### src/rtl/vrt_pkg.sv
package vrt_pkg;

    typedef enum logic [1:0] {
        XV_EARLY = 2'd0,
        XV_RT    = 2'd1,
        XV_LATE  = 2'd2
    } xfer_var_e;

    typedef enum logic [2:0] {
        ST_IDLE,
        ST_ROW,
        ST_COL,
        ST_TRG_HOLD,
        ST_TRG_RISE,
        ST_SC_RELEASE,
        ST_PRECHARGE,
        ST_DONE
    } seq_state_e;

    typedef struct packed {
        logic ras_n;
        logic cas_n;
        logic trg_n;
        logic sc_en;
    } pins_t;

    // nanoseconds to clocks, rounded up, never below one clock
    function automatic int ns2cyc(int ns, int clk_ns);
        int c;
        c = (ns + clk_ns - 1) / clk_ns;
        return (c < 1) ? 1 : c;
    endfunction

    function automatic int imax(int a, int b);
        return (a > b) ? a : b;
    endfunction

    // code 3 has no variant of its own and falls back to early-load
    function automatic xfer_var_e decode_var(logic [1:0] code);
        case (code)
            2'd1:    return XV_RT;
            2'd2:    return XV_LATE;
            default: return XV_EARLY;
        endcase
    endfunction

    function automatic pins_t pins_for(seq_state_e st, xfer_var_e v);
        pins_t p;
        logic  run;
        run = (v != XV_EARLY);
        p   = '{ras_n: 1'b1, cas_n: 1'b1, trg_n: 1'b1, sc_en: 1'b1};
        case (st)
            ST_ROW:        p = '{ras_n: 1'b1, cas_n: 1'b1, trg_n: 1'b0, sc_en: 1'b0};
            ST_COL:        p = '{ras_n: 1'b0, cas_n: 1'b1, trg_n: 1'b0, sc_en: run};
            ST_TRG_HOLD:   p = '{ras_n: 1'b0, cas_n: 1'b0, trg_n: 1'b0, sc_en: run};
            ST_TRG_RISE:   p = '{ras_n: 1'b0, cas_n: 1'b0, trg_n: 1'b0, sc_en: 1'b0};
            ST_SC_RELEASE: p = '{ras_n: 1'b0, cas_n: 1'b0, trg_n: 1'b1, sc_en: 1'b0};
            default:       p = '{ras_n: 1'b1, cas_n: 1'b1, trg_n: 1'b1, sc_en: 1'b1};
        endcase
        return p;
    endfunction

endpackage

### src/rtl/vrt_timer.sv
module vrt_timer #(
    parameter int CNT_W = 4
) (
    input  logic             clk,
    input  logic             rst,
    input  logic             restart,
    input  logic [CNT_W-1:0] len,
    output logic             expire
);
    logic [CNT_W-1:0] cnt;

    assign expire = (cnt == len - 1'b1);

    always_ff @(posedge clk) begin
        if (rst || restart) begin
            cnt <= '0;
        end else if (!expire) begin
            cnt <= cnt + 1'b1;
        end
    end
endmodule

### src/rtl/vrt_fsm.sv
module vrt_fsm
    import vrt_pkg::*;
#(
    parameter int ADDR_W      = 10,
    parameter int CNT_W       = 4,
    parameter int L_ROW       = 1,
    parameter int L_COL       = 2,
    parameter int L_HOLD_FAST = 1,
    parameter int L_HOLD_RT   = 5,
    parameter int L_RISE      = 2,
    parameter int L_REL_EARLY = 8,
    parameter int L_REL_RUN   = 4,
    parameter int L_PRE       = 8
) (
    input  logic              clk,
    input  logic              rst,
    input  logic              req,
    input  logic [1:0]        req_var,
    input  logic [ADDR_W-1:0] req_row,
    input  logic [ADDR_W-1:0] req_col,
    input  logic              expire,
    output seq_state_e        state,
    output xfer_var_e         cur_var,
    output logic [ADDR_W-1:0] row_q,
    output logic [ADDR_W-1:0] col_q,
    output logic [CNT_W-1:0]  seg_len,
    output logic              restart
);
    seq_state_e nxt;
    logic       accept;
    logic       advance;

    assign accept  = (state == ST_IDLE) && req;
    assign advance = (state != ST_IDLE) && expire;
    assign restart = accept || advance;

    always_comb begin
        case (state)
            ST_IDLE:       nxt = ST_ROW;
            ST_ROW:        nxt = ST_COL;
            ST_COL:        nxt = ST_TRG_HOLD;
            ST_TRG_HOLD:   nxt = ST_TRG_RISE;
            ST_TRG_RISE:   nxt = ST_SC_RELEASE;
            ST_SC_RELEASE: nxt = ST_PRECHARGE;
            ST_PRECHARGE:  nxt = ST_DONE;
            default:       nxt = ST_IDLE;
        endcase
    end

    always_comb begin
        case (state)
            ST_ROW:        seg_len = CNT_W'(L_ROW);
            ST_COL:        seg_len = CNT_W'(L_COL);
            ST_TRG_HOLD:   seg_len = (cur_var == XV_RT) ? CNT_W'(L_HOLD_RT)
                                                        : CNT_W'(L_HOLD_FAST);
            ST_TRG_RISE:   seg_len = CNT_W'(L_RISE);
            ST_SC_RELEASE: seg_len = (cur_var == XV_EARLY) ? CNT_W'(L_REL_EARLY)
                                                           : CNT_W'(L_REL_RUN);
            ST_PRECHARGE:  seg_len = CNT_W'(L_PRE);
            default:       seg_len = CNT_W'(1);
        endcase
    end

    always_ff @(posedge clk) begin
        if (rst) begin
            state   <= ST_IDLE;
            cur_var <= XV_EARLY;
            row_q   <= '0;
            col_q   <= '0;
        end else begin
            if (restart) begin
                state <= nxt;
            end
            if (accept) begin
                cur_var <= decode_var(req_var);
                row_q   <= req_row;
                col_q   <= req_col;
            end
        end
    end
endmodule

### src/rtl/vrt_pindrv.sv
module vrt_pindrv
    import vrt_pkg::*;
#(
    parameter int ADDR_W = 10
) (
    input  seq_state_e        state,
    input  xfer_var_e         cur_var,
    input  logic [ADDR_W-1:0] row_q,
    input  logic [ADDR_W-1:0] col_q,
    output pins_t             pins,
    output logic [ADDR_W-1:0] addr,
    output logic              busy,
    output logic              done
);
    logic col_phase;

    assign col_phase = (state == ST_TRG_HOLD) || (state == ST_TRG_RISE) ||
                       (state == ST_SC_RELEASE);
    assign pins = pins_for(state, cur_var);
    assign addr = col_phase ? col_q : row_q;
    assign busy = (state != ST_IDLE);
    assign done = (state == ST_DONE);
endmodule

### src/rtl/vrt_seq.sv
module vrt_seq
    import vrt_pkg::*;
#(
    parameter int ADDR_W    = 10,
    parameter int CLK_NS    = 10,
    parameter int T_SRS_NS  = 10,
    parameter int T_RAD_NS  = 15,
    parameter int T_CTH_NS  = 5,
    parameter int T_ATH_NS  = 10,
    parameter int T_RTH_NS  = 90,
    parameter int T_TSL_NS  = 15,
    parameter int T_TSD_NS  = 35,
    parameter int T_RSD_NS  = 130,
    parameter int T_CSD_NS  = 40,
    parameter int T_ASD_NS  = 45,
    parameter int T_RP_NS   = 80
) (
    input  logic              clk,
    input  logic              rst,
    input  logic              req,
    input  logic [1:0]        req_var,
    input  logic [ADDR_W-1:0] req_row,
    input  logic [ADDR_W-1:0] req_col,
    output logic              ras_n,
    output logic              cas_n,
    output logic              trg_n,
    output logic              sc_en,
    output logic [ADDR_W-1:0] addr,
    output logic              busy,
    output logic              done
);
    localparam int C_SRS = ns2cyc(T_SRS_NS, CLK_NS);
    localparam int C_RAD = ns2cyc(T_RAD_NS, CLK_NS);
    localparam int C_CTH = ns2cyc(T_CTH_NS, CLK_NS);
    localparam int C_ATH = ns2cyc(T_ATH_NS, CLK_NS);
    localparam int C_RTH = ns2cyc(T_RTH_NS, CLK_NS);
    localparam int C_TSL = ns2cyc(T_TSL_NS, CLK_NS);
    localparam int C_TSD = ns2cyc(T_TSD_NS, CLK_NS);
    localparam int C_RSD = ns2cyc(T_RSD_NS, CLK_NS);
    localparam int C_CSD = ns2cyc(T_CSD_NS, CLK_NS);
    localparam int C_ASD = ns2cyc(T_ASD_NS, CLK_NS);
    localparam int C_RP  = ns2cyc(T_RP_NS,  CLK_NS);

    // CAS-low hold before the quiet window
    localparam int H_FAST = C_CTH;
    localparam int H_RT   = imax(C_CTH, imax(C_RTH - C_RAD - C_TSL, C_ATH - C_TSL));
    // serial gate hold after TRG rises
    localparam int R_EARLY = imax(imax(C_TSD, C_RSD - (C_RAD + H_FAST + C_TSL)),
                                  imax(C_CSD - (H_FAST + C_TSL),
                                       C_ASD - (H_FAST + C_TSL)));
    localparam int R_RUN  = C_TSD;
    localparam int L_MAX  = imax(imax(imax(C_SRS, C_RAD), imax(H_RT, C_TSL)),
                                 imax(imax(R_EARLY, R_RUN), C_RP));
    localparam int CNT_W  = $clog2(L_MAX + 1);

    seq_state_e        state;
    xfer_var_e         cur_var;
    logic [ADDR_W-1:0] row_q;
    logic [ADDR_W-1:0] col_q;
    logic [CNT_W-1:0]  seg_len;
    logic              restart;
    logic              expire;
    pins_t             pins;

    vrt_fsm #(
        .ADDR_W(ADDR_W), .CNT_W(CNT_W),
        .L_ROW(C_SRS), .L_COL(C_RAD),
        .L_HOLD_FAST(H_FAST), .L_HOLD_RT(H_RT),
        .L_RISE(C_TSL), .L_REL_EARLY(R_EARLY), .L_REL_RUN(R_RUN),
        .L_PRE(C_RP)
    ) u_fsm (
        .clk(clk), .rst(rst), .req(req), .req_var(req_var),
        .req_row(req_row), .req_col(req_col), .expire(expire),
        .state(state), .cur_var(cur_var), .row_q(row_q), .col_q(col_q),
        .seg_len(seg_len), .restart(restart)
    );

    vrt_timer #(.CNT_W(CNT_W)) u_timer (
        .clk(clk), .rst(rst), .restart(restart), .len(seg_len), .expire(expire)
    );

    vrt_pindrv #(.ADDR_W(ADDR_W)) u_pins (
        .state(state), .cur_var(cur_var), .row_q(row_q), .col_q(col_q),
        .pins(pins), .addr(addr), .busy(busy), .done(done)
    );

    assign ras_n = pins.ras_n;
    assign cas_n = pins.cas_n;
    assign trg_n = pins.trg_n;
    assign sc_en = pins.sc_en;
endmodule

### config.mk
export PLATFORM = sky130hd
export DESIGN_NAME = vrt_seq
export DESIGN_NICKNAME = d
export VERILOG_FILES = /design/src/rtl/vrt_pkg.sv /design/src/rtl/vrt_timer.sv /design/src/rtl/vrt_fsm.sv /design/src/rtl/vrt_pindrv.sv /design/src/rtl/vrt_seq.sv
export SDC_FILE = /design/constraint.sdc
export NUM_CORES = 1
export LEC_CHECK = 0
export BUFFER_PORTS_ARGS = -buffer_cell sky130_fd_sc_hd__buf_2
export CAP_MARGIN = 20
export CORE_MARGIN = 2
export CORE_UTILIZATION = 50
export CTS_BUF_LIST = sky130_fd_sc_hd__clkbuf_4 sky130_fd_sc_hd__clkbuf_8 sky130_fd_sc_hd__clkbuf_16
export DETAILED_ROUTE_END_ITERATION = 8
export PLACE_DENSITY = 0.77
export SLEW_MARGIN = 0
export SYNTH_ARGS = -nofsm -noshare
export SYNTH_HDL_FRONTEND = slang
export SYNTH_SLANG_ARGS = --single-unit
export TNS_END_PERCENT = 50
### constraint.sdc
create_clock -name clk -period 2.98 [get_ports clk]
set_clock_uncertainty 0.05 [all_clocks]
set_input_delay 0.298 -clock clk [delete_from_list [all_inputs] [get_ports clk]]
set_output_delay 0.298 -clock clk [all_outputs]
set_load 0.02 [all_outputs]
== Word-level counts from Yosys, hierarchy flattened ==
Index checks and enable logic that the tools add are counted.

* Input bits: 25
* Output and inout port bits: 16
* Register bits: 29

* Muxes and demuxes: 7
* Reductions and logical operators: 11
* Eq/ne operators: 11
* Add/subtract/negate cells: 2

{| class="wikitable"
|+ Operators by type and width
! operator !! count
|-
| one-hot mux 3 bit (7 select lines) || 1
|-
| one-hot mux 4 bit (5 select lines) || 1
|-
| one-hot mux 4 bit (4 select lines) || 1
|-
| == test 3 bit, second input constant || 4
|-
| 2-to-1 mux 10 bit || 1
|-
| == test 3 x 2 -> 1 bit, second input constant || 2
|-
| adder 4 x 1 -> 4 bit, second input constant || 1
|-
| == test 2 x 1 -> 1 bit, second input constant || 2
|-
| == test 4 bit || 1
|-
| logical OR 1 bit || 4
|-
| 2-to-1 mux 4 bit || 1
|-
| one-hot mux 2 bit (2 select lines) || 1
|-
| subtractor 4 x 1 -> 4 bit, second input constant || 1
|-
| == test 3 x 1 -> 1 bit, second input constant || 1
|-
| zero test 3 bit || 1
|-
| 2-to-1 mux 3 bit || 1
|-
| nonzero test 3 bit || 1
|-
| == test 2 bit, second input constant || 1
|-
| logical AND 1 bit || 2
|-
| zero test 2 bit || 1
|-
| nonzero test 2 bit || 1
|-
| OR reduction 2 bit || 1
|}

== Longest topological paths before layout ==
Gate-level depths: netlist of the first run.

* Word-level depth: 8
* Gate-level depth with buffers: 9

== Cells and area by module ==
Synthesis of the first run repeated with hierarchy kept, for this count alone.

* Cells, all modules: 189
* Area, all modules: 1609.0 um^2

{| class="wikitable"
|+ Modules (own cells, without submodules)
! module !! cells an instance !! instances !! area each (um^2)
|-
| vrt_fsm || 128 || 1 || 1024.7
|-
| vrt_timer || 40 || 1 || 361.6
|-
| vrt_pindrv || 21 || 1 || 222.7
|}

== Least setup slack after synthesis of the first run ==
No wires, ideal clock.

* Kind: register -> register
* Start: register u_fsm.state[2]
* End: register u_fsm.state[1]
* Buffers on the path: 1
* Setup slack: 0.464 ns
* Stages on the path, launching flop included: 10
* Arrival time: 2.343 ns
* Clock period less this slack: 2.516 ns
* Required time: 2.807 ns
* Cells stage by stage: dfxtp_1 > buf_2 > xnor2_1 > or2_2 > ha_1 > xnor2_1 > nor2_1 > a211o_1 > nor3_1 > mux2_1

* Longest elaborated chain between the ends: 7
* Elaborated cells on any way between the ends: 16
* Those cells by class: 1 x add/sub; 7 x eq/ne; 2 x mux; 6 x reduce/logical

{| class="wikitable"
|+ RTL lines
! what !! RTL line !! text
|-
| from (decl) || vrt_fsm.sv:22 || <nowiki>output seq_state_e state,</nowiki>
|-
| from (signal assigned) || vrt_fsm.sv:72 || <nowiki>state <= nxt;</nowiki>
|-
| == test 3 x 2 -> 1 bit / == test 3 bit (equally long branches) || vrt_fsm.sv:38, vrt_fsm.sv:51 ||
|-
| OR reduction 2 bit (no line) || -- ||
|-
| one-hot mux 4 bit (4 select lines) || vrt_fsm.sv:51 || <nowiki>case (state)</nowiki>
|-
| subtractor 4 x 1 -> 4 bit || vrt_timer.sv:12 || <nowiki>assign expire = (cnt == len - 1'b1);</nowiki>
|-
| == test 4 bit || vrt_timer.sv:12 ||
|-
| logical AND 1 bit || vrt_fsm.sv:34 || <nowiki>assign advance = (state != ST_IDLE) && expire;</nowiki>
|-
| logical OR 1 bit || vrt_fsm.sv:35 || <nowiki>assign restart = accept || advance;</nowiki>
|}

Several ways; a longest one is shown, not always the timed one.
A chain may end at the register's enable or synchronous reset.

== Worst setup path after layout of the first run ==
* Start: register u_fsm.state[1]
* End: register u_fsm.state[1]

Same word-level chain as after synthesis.

==> flow_summary.toml, run 1 <==
[pwr]
max-vdd-ir-drop_mv = 0.6296
total_power_mw = 1.598
p_per_area_mw_per_mm2 = 930.8
leakagePower_nw = 0.7907

[worst_setup_path]
worstRegToRegCells = 8
r2r-start = "u_fsm.state[1]"
path_max_fanout = 12
cp.arrival_ns = 2.77
path_class = "reg -> reg"
max_stage_delay_ns = 0.57
cp_cell_sequence = "xnor2_1 > or2_2 > ha_1 > xor2_1 > nand2b_1 > a211o_1 > nor3_1 > mux2_1"
rr_endpoint = "u_fsm.state[1]"
cp-endpoint = "u_fsm.state[1]"
crit_path_end_kind = "flop"
startpoint_type = "flop"
reg2reg_slack_ns = 0.38
slowest_stage = "dfxtp_1"
timing.critical_path.from = "u_fsm.state[1]"
cp.required_ns = 3.15

[floorplan]
dieHeight_um = 57.41
start_util = 0.5217
die_area_sq_mm = 0.003296
placementRows = 19
io_pins = 41
die_w_um = 57.41
core_sq_mm = 0.002734

[layout]
layout_commonest_cell = "nand2_1"
antenna_cells = 0
fillers = 265
syn_to_final_growth_pct = 20.35
drive_gt1_frac = 0.2288
nNetsFinal = 262
final_cell_mix = "nand2_1, buf_2, dfxtp_1"

[sta]
setup_viol = 0
maxSlewHeadroom = 0.6327
rsz0062_at_grt = "false"
slew_viol_final = 0
fin_hold_ws_ns = 0.1470
fin_setup_tns_ns = 0
max_clock_freq_mhz = 384.7
tightest_slew_ns = 0.5477
finalHoldViolations = 0
post-route-period-util = 0.8724
final.min_clock_period_ns = 2.600

[synthesis]
synthDistinctLibCells = 34
ys_ff_latch = 29
synth_edf_count = 0
syn_nets = 225
async_flop_share = 0
yosysSeqAreaShare = 0.4070
syn_area_sq_mm = 0.001426
synth_top_cell_area_share = 0.4070
yosysWarnings = 0
synth_flop_cell = "dfxtp_1"
avgSynthCellArea_sq_um = 7.204
yosys.area.top_type = "dfxtp_1"
synth.area.top_cells = "dfxtp_1, nand2_1, a21oi_1"
synthCells = 198

[global_routing]
grt_usage = 0.2098
gr-total-overflow = 0
grt_pass1_vias = 1203
grt_pass1_wl_mm = 5.306
grt_max_degree = 31
antenna_found_initial = 0

[clocking]
cts.htree.levels = 2
cts_buffer_depth = 2
cts_resized = 0
cts_tree = "yes"
numClockSinks = 29
clk_pin_slew_ns = 0.09
cts_setup_buffers = 0
cts.hold.buffers_added = 0
clock_latency_ns = 0.32
numCtsBuffers = 5
root_buffer = "clkbuf_4"

[place]
portBuffers = 40
dpl.hpwl_mm = 2.185
gp_congestion = 0.7865

[routing]
avgRoutedWirePerCell_um = 11.76
met1_length_mm = 1.458
drt-pass1-iter-count = 4
postRouteAntennaNets = 0
vias = 1405
routed.top_layer = "met4"
dr_wl_met3_um = 199
drt_wl_total_mm = 3.140
viasPerCell = 5.262
drc = 0
first_iter_violations = 46
met2_length_mm = 1.396

[worst_hold_path]
hp-class = "in -> reg"

[status]
status = "finished, final reports clean"

[job]
drv_cap = 0
worst min path at each step:
stage,from,to,slack [ns],cells after the start
finish,req_row[9],u_fsm.row_q[9],0.15,3
global route,req_row[8],u_fsm.row_q[8],0.14,3
floorplan,req_col[0],u_fsm.col_q[0],0.38,2
detailed placement,u_fsm.col_q[6],u_fsm.col_q[6],0.40,2
global placement,u_fsm.col_q[4],u_fsm.col_q[4],0.39,2
CTS,req_col[0],u_fsm.col_q[0],0.13,3
registers in the layout, indices dropped and copies added (netlist names):
signal and cells:
u_fsm.state 3, u_fsm.col_q 10, u_fsm.cur_var 2, u_fsm.row_q 10, u_timer.cnt 4
synthesized netlist by cell type (all sizes together) (2+ instances only):
master	n
a211oi	3
and2	2
o21ai	4
nor2b	4
nand2b	2
nor2	6
dfxtp	29
nor3	2
a21oi	24
nand4	2
nand2	79
o211ai	2
buf	4
inv	3
nand3b	2
clkbuf	9
o31ai	2
ha	2
nand3	2
xor2	2
xnor2	2
kinds of logic after synthesis:
kind of cell	share of synthesized area
XOR/XNOR	0.02457
buffers and inverters	0.04999
multiplexers	0.007894
AO/OA/AOI/OAI	0.1807
adder cells (fa/ha/maj)	0.01754
flip-flops	0.4070
AND/OR/NAND/NOR	0.3123
final cells by class:
| class | count | area [sq um] | area share |
|---|---|---|---|
| well taps | 31 | 38.79 | 0.02259 |
| repair buffers | 43 | 222.7 | 0.1297 |
| multi-input cells | 153 | 774.5 | 0.4512 |
| clock buffers | 7 | 58.81 | 0.03426 |
| inverters | 3 | 11.26 | 0.006560 |
| clock inverters | 1 | 30.03 | 0.01749 |
| flip-flops and latches | 29 | 580.6 | 0.3382 |
worst max-delay path: cells and delay by family (launching register included):
family                     cells  cell delay (ns)
DFF                            1             0.57
adders and majority gates      1             0.28
muxes                          1             0.35
xor gates and xnor gates       2             0.28
and+or+nand+nor                3             0.66
AOI/OAI and AO/OA              1             0.31
per-stage QoR:
step / instances / util / area (sq um) / worst slack [ns]
after global routing: 267 / 0.6279 / 1717 / 0.1874
after detailed placement: 259 / 0.5954 / 1628 / 0.4246
after floorplan: 198 / - / 1426 / 0.4638
after CTS: 267 / 0.6279 / 1717 / 0.3804
final: 267 / 0.6279 / 1717 / 0.3803
after global placement: 259 / 0.5954 / 1628 / 0.5063
routing by layer:
| metal | vias to the layer above | track usage |
|---|---|---|
| li1 | 735 | - |
| met1 | 617 | 0.2831 |
| met2 | 43 | 0.3052 |
| met3 | 10 | 0.06349 |
| met4 | 0 | 0.09967 |
| met5 | - | 0 |
power breakdown:
group	switching (mW)	internal, mW
sequential	0.0706	0.461
clock	0.136	0.209
combinational	0.475	0.246
Note: power is estimated with default switching activity, not from simulation.
==> run 2: changes to the inputs <==
--- a/config.mk
+++ b/config.mk
@@ -5,13 +5,12 @@
 export SDC_FILE = /design/constraint.sdc
 export NUM_CORES = 1
 export LEC_CHECK = 0
-export BUFFER_PORTS_ARGS = -buffer_cell sky130_fd_sc_hd__buf_2
+export BUFFER_PORTS_ARGS = -buffer_cell sky130_fd_sc_hd__clkbuf_2
 export CAP_MARGIN = 20
 export CORE_MARGIN = 2
-export CORE_UTILIZATION = 50
+export CORE_UTILIZATION = 40
 export CTS_BUF_LIST = sky130_fd_sc_hd__clkbuf_4 sky130_fd_sc_hd__clkbuf_8 sky130_fd_sc_hd__clkbuf_16
 export DETAILED_ROUTE_END_ITERATION = 8
-export PLACE_DENSITY = 0.77
 export SLEW_MARGIN = 0
 export SYNTH_ARGS = -nofsm -noshare
 export SYNTH_HDL_FRONTEND = slang
==> flow_summary.toml, run 2 (same netlist as run 1, synthesis figures left out) <==
[place]
dpl.hpwl_mm = 2.322
gp_congestion = 0.8325
placed_area_sq_mm = 0.001654
portBuffers = 40
dp.cells = 275

[routing]
postRouteAntennaNets = 0
drt-pass1-iter-count = 4
avgRoutedWirePerCell_um = 11.61
first_iter_violations = 46
drt_wl_total_mm = 3.285
viasPerCell = 4.929
drc = 0
vias = 1395

[global_routing]
grt_usage = 0.1816
grt_pass1_wl_mm = 5.699
grt_max_degree = 31
grt_pass1_vias = 1250
antenna_found_initial = 0
gr-total-overflow = 0

[sta]
post-route-period-util = 0.8797
tightest_slew_ns = 0.6122
final.min_clock_period_ns = 2.622
fin_hold_ws_ns = 0.1294
max_clock_freq_mhz = 381.5
rsz0062_at_grt = "false"
maxSlewHeadroom = 0.5919
finalHoldViolations = 0
slew_viol_final = 0
fin_setup_tns_ns = 0
setup_viol = 0

[pwr]
p_per_area_mw_per_mm2 = 892.1
swShare = 0.4436
pwr-share-seq = 0.347
leakagePower_nw = 0.7886
max-vdd-ir-drop_mv = 0.3846
p_int_uw = 855.7
p_comb_frac = 0.479
power_switching_uw = 682.4
p_clk_frac = 0.174

[floorplan]
die_area_sq_mm = 0.004060
core_sq_mm = 0.003390
placementRows = 21
io_pins = 41
dieHeight_um = 63.72
die_w_um = 63.72
start_util = 0.4208

[job]
drv_cap = 0

[worst_setup_path]
worstRegToRegCells = 8
cp_cell_sequence = "xnor2_1 > or2_2 > ha_1 > xor2_1 > nand2b_1 > a211o_1 > nor3_1 > mux2_1"
reg2reg_slack_ns = 0.36
timing.critical_path.from = "u_fsm.state[1]"
startpoint_type = "flop"
cp.arrival_ns = 2.79
r2r-start = "u_fsm.state[1]"
max_stage_delay_ns = 0.56
cp.required_ns = 3.15
crit_path_end_kind = "flop"
path_class = "reg -> reg"
cp-endpoint = "u_fsm.state[1]"
path_max_fanout = 12
slowest_stage = "dfxtp_1"
rr_endpoint = "u_fsm.state[1]"

[layout]
fillers = 372
top_regs = "u_fsm.col_q x10, u_fsm.row_q x10, u_timer.cnt x4"
nNetsFinal = 263
post_layout_nonfiller_instances = 283
final_cell_mix = "nand2_1, clkbuf_2, dfxtp_1"
drive_gt1_frac = 0.2321
antenna_cells = 0
syn_to_final_growth_pct = 20.88
layout_commonest_cell = "nand2_1"
finish.instance_area_sq_mm = 0.001724

[clocking]
numCtsBuffers = 5
root_buffer = "clkbuf_4"
clk_pin_slew_ns = 0.09
cts_resized = 0
cts_tree = "yes"
cts_setup_buffers = 0
cts_buffer_depth = 2
cts.hold.buffers_added = 0
numClockSinks = 29
cts.htree.levels = 2
clock_latency_ns = 0.33

[status]
status = "finished, final reports clean"

[worst_hold_path]
holdPathStages = 3
hp-class = "in -> reg"
[run 2: cell types whose count changed in the layout (fill, tap and decap cells not counted), sizes merged]
cell,change
clkbuf,+40
buf,-39
bufinv,-1
clkinv,+1
[run 2: how the worst min path moves through the flow]
stage,start,slack [ns],endpoint
after floorplan,req_col[0],0.38,u_fsm.col_q[0]
after global placement,u_fsm.col_q[4],0.39,u_fsm.col_q[4]
after detailed placement,u_fsm.col_q[0],0.40,u_fsm.col_q[0]
after CTS,req_row[3],0.12,u_fsm.row_q[3]
after global routing,req_col[5],0.12,u_fsm.col_q[5]
final,req_col[0],0.13,u_fsm.col_q[0]
[run 2: critical path: cells and delay by family, from the launching register on]
kind	cells	cell delay [ns]
AO/OA/AOI/OAI	1	0.31
XOR/XNOR	2	0.29
adder cells (fa/ha/maj)	1	0.29
flip-flops	1	0.56
multiplexers	1	0.35
AND/OR/NAND/NOR	3	0.67
[run 2: power groups by stage]
stage	sequential, mW	combinational [mW]	clock (mW)
6_report	0.533	0.737	0.268
2_1_floorplan	0.501	0.568	0
3_3_place_gp	0.540	0.740	0
5_1_grt	0.545	0.827	0.296
3_5_place_dp	0.541	0.736	0
4_1_cts	0.532	0.740	0.276
[run 2: cell type report]
class | instances | area (sq um) | area share
multi-input cells | 153 | 774.5 | 0.4492
flip-flops and latches | 29 | 580.6 | 0.3367
repair buffers | 44 | 230.2 | 0.1335
clock buffers | 7 | 65.06 | 0.03774
well taps | 46 | 57.56 | 0.03338
inverters | 3 | 11.26 | 0.006531
clock inverters | 1 | 5.005 | 0.002903
[run 2: metrics by stage]
step                power (mW)  setup slack, ns    util
floorplan                1.069           0.4638       -
global placement         1.280           0.4619  0.4880
detailed placement       1.276           0.4056  0.4880
CTS                      1.548           0.3751  0.5087
global route             1.668          0.09290  0.5087
finish                   1.538           0.3584  0.5087
[run 2: metal layers]
layer  part of all wire  GRT usage
met1               0.51     0.2519
met3              0.062    0.07679
met4              0.010    0.06250
met5                  0          0
met2               0.42     0.2500
